[config.mk]
export PLATFORM = sky130hd
export DESIGN_NAME = zc_mute_ctrl
export DESIGN_NICKNAME = d
export VERILOG_FILES = /design/src/rtl/zcm_pkg.sv /design/src/rtl/zcm_sync.sv /design/src/rtl/zcm_channel.sv /design/src/rtl/zc_mute_ctrl.sv
export SDC_FILE = /design/constraint.sdc
export NUM_CORES = 1
export LEC_CHECK = 0
export BUFFER_PORTS_ARGS = -buffer_cell sky130_fd_sc_hd__clkbuf_2
export CAP_MARGIN = 20
export CORE_ASPECT_RATIO = 1.4
export CORE_MARGIN = 2
export CORE_UTILIZATION = 46
export CTS_BUF_LIST = sky130_fd_sc_hd__clkbuf_4 sky130_fd_sc_hd__clkbuf_8 sky130_fd_sc_hd__clkbuf_16
export CTS_CLUSTER_DIAMETER = 30
export CTS_CLUSTER_SIZE = 10
export DETAILED_ROUTE_END_ITERATION = 8
export PLACE_DENSITY = 0.78
export SKIP_CTS_REPAIR_TIMING = 1
export SYNTH_ARGS = -nofsm -noshare
export SYNTH_HDL_FRONTEND = slang
export SYNTH_SLANG_ARGS = --single-unit
[constraint.sdc]
create_clock -name clk_i -period 1.2 [get_ports clk_i]
set_input_delay 0.3 -clock clk_i [delete_from_list [all_inputs] [get_ports clk_i]]
set_output_delay 0.3 -clock clk_i [all_outputs]
set_load 0.05 [all_outputs]
[src/rtl/zcm_pkg.sv]
package zcm_pkg;
  localparam int NCH     = 2;
  localparam int CH_L    = 0;
  localparam int CH_R    = 1;
  localparam int ATT_W   = 6;
  localparam int ATT_MAX = 55;

  typedef struct packed {
    logic [ATT_W-1:0] att_r;
    logic [ATT_W-1:0] att_l;
    logic             zcm;
    logic             gmute;
  } cfg_t;

  localparam int CFG_W = $bits(cfg_t);

  localparam cfg_t CFG_RST = '{att_r: '0, att_l: '0, zcm: 1'b0, gmute: 1'b1};
endpackage

[src/rtl/zcm_sync.sv]
module zcm_sync #(
  parameter int   STAGES  = 2,
  parameter logic RST_VAL = 1'b0
) (
  input  logic clk_i,
  input  logic rst_ni,
  input  logic d_i,
  output logic q_o
);
  logic [STAGES-1:0] sr_q;
  logic [STAGES-1:0] sr_d;

  always_comb begin
    sr_d = {sr_q[STAGES-2:0], d_i};
  end

  always_ff @(posedge clk_i or negedge rst_ni) begin
    if (!rst_ni) sr_q <= {STAGES{RST_VAL}};
    else         sr_q <= sr_d;
  end

  assign q_o = sr_q[STAGES-1];
endmodule

[src/rtl/zcm_channel.sv]
module zcm_channel #(
  parameter int SMP_W = 16
) (
  input  logic             clk_i,
  input  logic             rst_ni,
  input  logic             smp_valid_i,
  input  logic [SMP_W-1:0] smp_i,
  input  logic             wr_fire_i,
  input  logic             wr_gmute_i,
  input  logic             wr_zcm_i,
  input  logic             force_i,
  input  logic             held_gmute_i,
  output logic             sw_mute_o,
  output logic             pend_o,
  output logic             zc_o
);
  logic sw_q, sw_d;
  logic pend_q, pend_d;
  logic neg_q, neg_d;
  logic smp_neg;
  logic smp_zero;

  assign smp_neg  = smp_i[SMP_W-1];
  assign smp_zero = (smp_i == '0);
  assign zc_o     = smp_valid_i && (smp_zero || (smp_neg != neg_q));

  always_comb begin
    sw_d   = sw_q;
    pend_d = pend_q;
    neg_d  = neg_q;
    if (smp_valid_i) neg_d = smp_neg;
    if (wr_fire_i) begin
      if (!wr_zcm_i || force_i) begin
        sw_d   = wr_gmute_i;
        pend_d = 1'b0;
      end else begin
        pend_d = (wr_gmute_i != sw_q);
      end
    end else if (pend_q && zc_o) begin
      sw_d   = held_gmute_i;
      pend_d = 1'b0;
    end
  end

  always_ff @(posedge clk_i or negedge rst_ni) begin
    if (!rst_ni) begin
      sw_q   <= 1'b1;
      pend_q <= 1'b0;
      neg_q  <= 1'b0;
    end else begin
      sw_q   <= sw_d;
      pend_q <= pend_d;
      neg_q  <= neg_d;
    end
  end

  assign sw_mute_o = sw_q;
  assign pend_o    = pend_q;
endmodule

[src/rtl/zc_mute_ctrl.sv]
module zc_mute_ctrl
  import zcm_pkg::*;
#(
  parameter int SMP_W       = 16,
  parameter int SYNC_STAGES = 2
) (
  input  logic             clk_i,
  input  logic             rst_ni,
  input  logic             smp_valid_i,
  input  logic [SMP_W-1:0] smp_left_i,
  input  logic [SMP_W-1:0] smp_right_i,
  input  logic             wr_en_i,
  input  logic [CFG_W-1:0] wr_data_i,
  input  logic             hw_mute_ni,
  output logic             mute_left_o,
  output logic             mute_right_o,
  output logic             all_muted_no
);
  logic rst_n;
  logic hw_n_s;

  zcm_sync #(.STAGES(SYNC_STAGES), .RST_VAL(1'b0)) rst_sync_i (
    .clk_i  (clk_i),
    .rst_ni (rst_ni),
    .d_i    (1'b1),
    .q_o    (rst_n)
  );

  zcm_sync #(.STAGES(SYNC_STAGES), .RST_VAL(1'b1)) pin_sync_i (
    .clk_i  (clk_i),
    .rst_ni (rst_n),
    .d_i    (hw_mute_ni),
    .q_o    (hw_n_s)
  );

  cfg_t cfg_q;
  cfg_t wr_cfg;
  logic rpt;

  logic [NCH-1:0]   sw_q;
  logic [NCH-1:0]   pend_q;
  logic [NCH-1:0]   zc;
  logic [NCH-1:0]   att_mute;
  logic [NCH-1:0]   mute;
  logic [SMP_W-1:0] smp [NCH];
  logic [ATT_W-1:0] att [NCH];

  assign wr_cfg = cfg_t'(wr_data_i);

  always_ff @(posedge clk_i or negedge rst_n) begin
    if (!rst_n)       cfg_q <= CFG_RST;
    else if (wr_en_i) cfg_q <= wr_cfg;
  end

  assign rpt = wr_en_i && (wr_cfg == cfg_q) && (|pend_q);

  assign smp[CH_L] = smp_left_i;
  assign smp[CH_R] = smp_right_i;
  assign att[CH_L] = cfg_q.att_l;
  assign att[CH_R] = cfg_q.att_r;

  for (genvar c = 0; c < NCH; c++) begin : g_ch
    zcm_channel #(.SMP_W(SMP_W)) ch_i (
      .clk_i        (clk_i),
      .rst_ni       (rst_n),
      .smp_valid_i  (smp_valid_i),
      .smp_i        (smp[c]),
      .wr_fire_i    (wr_en_i),
      .wr_gmute_i   (wr_cfg.gmute),
      .wr_zcm_i     (wr_cfg.zcm),
      .force_i      (rpt),
      .held_gmute_i (cfg_q.gmute),
      .sw_mute_o    (sw_q[c]),
      .pend_o       (pend_q[c]),
      .zc_o         (zc[c])
    );
    assign att_mute[c] = (att[c] > ATT_W'(ATT_MAX));
    assign mute[c]     = !hw_n_s || att_mute[c] || sw_q[c];
  end

  assign mute_left_o  = mute[CH_L];
  assign mute_right_o = mute[CH_R];
  assign all_muted_no = !(&mute);
endmodule

-- Yosys cells after proc, flatten, opt, wreduce, memory -nomap -nowiden
Index checks and enable logic that the tools add are counted.
- bits in registers: 24
- input bits: 51
- output and inout bits: 3
- word-level logic and storage cells: 55
- multiplexer cells: 11
- order comparisons: 2
- reduce and logical (&&, ||, !) cells: 24
- eq/ne operators: 6
- operator list (operator ; number):
    $logic_not A16 Y1 ; 2
    $eq A14 B14 Y1 ; 1
    $gt A6 B6 Y1 const B ; 2
    $mux W1 ; 11
    $logic_or A1 B1 Y1 ; 7
    $logic_and A1 B1 Y1 ; 6
    $reduce_and A2 Y1 ; 3
    $ne A1 B1 Y1 ; 4
    $reduce_bool A2 Y1 ; 2
    $logic_not A1 Y1 ; 3
    $ne A2 B1 Y1 const B ; 1
    $reduce_or A2 Y1 ; 1

-- Depth between registers and ports, before layout
- depth after elaboration: 6
- depth in mapped cells: 5
- gate-level depth less buffers: 5

-- Modules after synthesis
Synthesis repeated with hierarchy kept, for this count alone.
- cells, all modules: 102
- area, all modules: 1262.5 um^2
- by module, submodules not included (module ; seq. area each (um^2) ; area each (um^2) ; cells each ; instances):
    zc_mute_ctrl ; 351.6 ; 726.9 ; 56 ; 1
    zcm_channel ; 76.3 ; 216.5 ; 21 ; 2
    zcm_sync (pin_sync_i) ; 52.6 ; 52.6 ; 2 ; 1
    zcm_sync (rst_sync_i) ; 50.0 ; 50.0 ; 2 ; 1

-- Worst setup path after synthesis
No wires, ideal clock.
- path type: reg-to-reg
- from: register cfg_q, in the netlist att[4]
- to: register g_ch[1].ch_i.sw_q
- path buffers: 0
- library setup time: 0.082 ns
- stages on the path, launching flop included: 6
- clock period less this slack: 1.874 ns
- slack: -0.674 ns
- arrival time: 1.791 ns
- required time: 1.118 ns
- cell sequence: dfrtp_1 xor2_1 or4_4 nor4_4 o221ai_2 mux2_4
- cells in the longest elaborated chain, start to end: 6
- ends and longest elaborated chain (what ; RTL line ; RTL):
    start, declared ; zc_mute_ctrl.sv:36 ; cfg_t cfg_q;
    start signal, assigned ; zc_mute_ctrl.sv:52 ; else if (wr_en_i) cfg_q <= wr_cfg;
    $eq A14 B14 Y1 ; zc_mute_ctrl.sv:55 ; assign rpt = wr_en_i && (wr_cfg == cfg_q) && (|pend_q);
    $logic_and A1 B1 Y1 (2 in series) ; zc_mute_ctrl.sv:55 ;
    $logic_or A1 B1 Y1 ; zcm_channel.sv:33 ; if (!wr_zcm_i || force_i) begin
    $ne A2 B1 Y1 (no source line) ; n/a ;
    $reduce_and A2 Y1 (no source line) ; n/a ;
    end signal, assigned ; zcm_channel.sv:51 ; sw_q <= sw_d;
    end, declared ; zcm_channel.sv:17 ; logic sw_q, sw_d;
Every way passes these cells.
A chain may end at the register's enable or synchronous reset.

-- Worst setup path after layout
Same ends and word-level chain as after synthesis.

==> reports/qor.yml <==
yosysUniqueCellTypes: 28
port_buffers: 53
num_antenna_cells: 0
irDropWorstVdd_uv: 844
grt_overflow: 0
yosysWarningCount: 0
synth_largest_area_cell: "dfrtp_1"
status: "finished, violations left"
power_density_nw_per_um2: 1160
synth_ff_type: "dfrtp_1"
first_pass_iters: 3
die_w_um: 47.4
clk_latency_ns: 0.32
maxCapViolations: 0
period_share_pct: 163
netlist_area_um2: 1210
drv_slew: 0
vias_per_cell: 5.18
syn_avg_cell_area_um2: 12.2
yosysMostFrequentCell: "dfrtp_1"
cp_top_family: "simple AND/OR/NAND/NOR gates"
gp_congestion: 0.798
violations: "negative setup slack"
n_fill_cell: 196
clk_pin_slew_ns: 0.13
startpoint_type: "flop"
max_stage_delay_ns: 0.52
synth.area.top_cells: "dfrtp_1, mux2_2, dfstp_2"
drive_gt1_share_pct: 59.6
cp_slowest_cell: "or4_4"
rows: 22
h-tree-depth: 1
track_usage_pct: 17.9
syn_nets: 150
worstPathArrival_ns: 2.21
rrSetupSlack_ns: -0.76
die_area_um2: 3060
synthCells: 99
fin_skew_ns: 0.00953
syn2layout_area_growth_pct: 46.1
critPathMaxFanout: 4
cp_cell_sequence: "xor2_1 > or4_4 > nor4_4 > o221ai_2 > mux2_4"
wire_per_inst_um: 12.7
final.min_clock_period_ns: 1.96
dp.cells: 202
drt-total-wl_um: 2620
synth_commonest_cells: "dfrtp_1, mux2_2, xnor2_1"
hold_path_class: "input pin to flop"
coreArea_um2: 2560
layout.cells.non_filler: 207
initial_core_util_pct: 47.3
end_kind: "flop"
cts-root-buf: "clkbuf_4"
num_vias: 1073
cts_buffers: 3
clockBufferDepth: 2
power.static_leakage_nw: 0.820
cts_tree: "done"
rsz0062_at_grt: "yes"
die_h_um: 64.7
cp.required_ns: 1.45
cts_sinks: 24
synth_seq_area_share_pct: 50.1
route.detailed.drc: 0
max_freq_ghz: 0.511
drt-initial-drc-count: 11
nets: 223
antenna_found_initial: 0
finalHoldViolations: 0
setup_viol: 7
critPathBufInv: 0
multi_input_area_um2: 607
ios: 54
finalSetupTns_ns: -3.89
hpwl_um: 2190
netlist.area_leader.share_pct: 39.3
grt_max_degree: 21
worstSetupPathType: "flop to flop"
ant_nets: 0
regArea_um2: 607
synth_edf_count: 0
synthArstFlopShare_pct: 100
grt_pass1_vias: 1058
grt_pass1_wl_um: 3970
synth_seq_cells: 24
setup_ws_ns: -0.756
-- worst reg2reg max path, stage by stage (launching register included) --
cell and delay, ns:
dfrtp_1 0.41, xor2_1 0.15, or4_4 0.52, nor4_4 0.32, o221ai_2 0.17, mux2_4 0.32
-- path summary, 6_finish.rpt --
check                                        startpoint                            endpoint  cells after the start
min reg2reg                rst_sync_i.sr_q[1]$_DFF_PN0_                  att[1]$_DFFE_PN0P_                      0
min in group asynchronous  rst_sync_i.sr_q[1]$_DFF_PN0_                  att[1]$_DFFE_PN0P_                      0
max                                  att[4]$_DFFE_PN0P_  g_ch[1].ch_i.sw_mute_o$_DFFE_PN1P_                      5
max reg2reg                          att[4]$_DFFE_PN0P_  g_ch[1].ch_i.sw_mute_o$_DFFE_PN1P_                      5
min                                          hw_mute_ni        pin_sync_i.sr_q[0]$_DFF_PN1_                      1
max in group asynchronous  rst_sync_i.sr_q[1]$_DFF_PN0_        pin_sync_i.sr_q[1]$_DFF_PN1_                      1
-- through the flow --
| step | area [um^2] | hold WS (ns) | util, % | setup slack [ns] | power [mW] |
|---|---|---|---|---|---|
| 2_1_floorplan | 1220 | 0.00441 | - | -0.653 | 1.31 |
| 3_3_place_gp | 1680 | 0.0869 | 65.8 | -0.711 | 1.58 |
| 3_5_place_dp | 1680 | 0.0876 | 65.8 | -0.762 | 1.61 |
| 4_1_cts | 1720 | -0.258 | 67.2 | -0.760 | 2.02 |
| 5_1_grt | 1770 | 0.0394 | 69.1 | -0.835 | 2.15 |
| 6_report | 1770 | 0.0544 | 69.1 | -0.756 | 2.05 |
-- routing by layer --
metal | vias up | part of all wire (%) | GRT usage [%]
met4 | 0 | 2.1 | 6.60
met3 | 9 | 6.8 | 2.23
li1 | 509 | - | -
met2 | 50 | 54 | 34.3
met1 | 505 | 37 | 17.7
met5 | - | 0 | 0
-- logic make-up after synthesis --
family / Yosys count / share of synthesized area, %
flops: 24 / 50.1
mux: 17 / 16.1
other cells: 1 / 0.310
compound gates: 10 / 5.89
xor+xnor: 16 / 11.6
simple gates: 27 / 14.8
buf+inv: 4 / 1.24
-- power breakdown --
part | leakage [nW] | internal, mW | switching [mW]
Combinational | 0.522 | 0.367 | 0.276
Clock | 0.0210 | 0.186 | 0.236
Sequential | 0.278 | 0.916 | 0.0660
-- cells in the final DEF (no fill, tap or decap), types with 3 or more instances in the layout --
master	Yosys	routed
buf_12	0	3
xor2_1	4	4
dfrtp_1	19	19
nand4_1	3	3
mux2_2	15	15
clkbuf_2	0	50
clkbuf_4	0	3
dfstp_2	5	5
nor4_1	6	6
buf_4	0	10
nand3_2	1	3
buf_6	0	5
nand2_1	5	4
xnor2_1	12	12
o21ai_0	3	3
nor3_1	4	4
-- final cells by class --
class	instances	share of cell area [%]
Multi-Input combinational cell	71	34.3
Timing Repair Buffer	70	26.4
Inverter	2	0.424
Clock buffer	4	2.05
Sequential cell	24	34.3
Tap cell	36	2.55
-- state kept, by name, indices dropped and copies added, names as in the netlist --
register,flops
pin_sync_i.sr_q,2
g_ch.ch_i.neg_q,2
att,12
g_ch.ch_i.pend_o,2
rst_sync_i.sr_q,2
cfg_q,2
g_ch.ch_i.sw_mute_o,2
(Power assumes the default switching activity.)
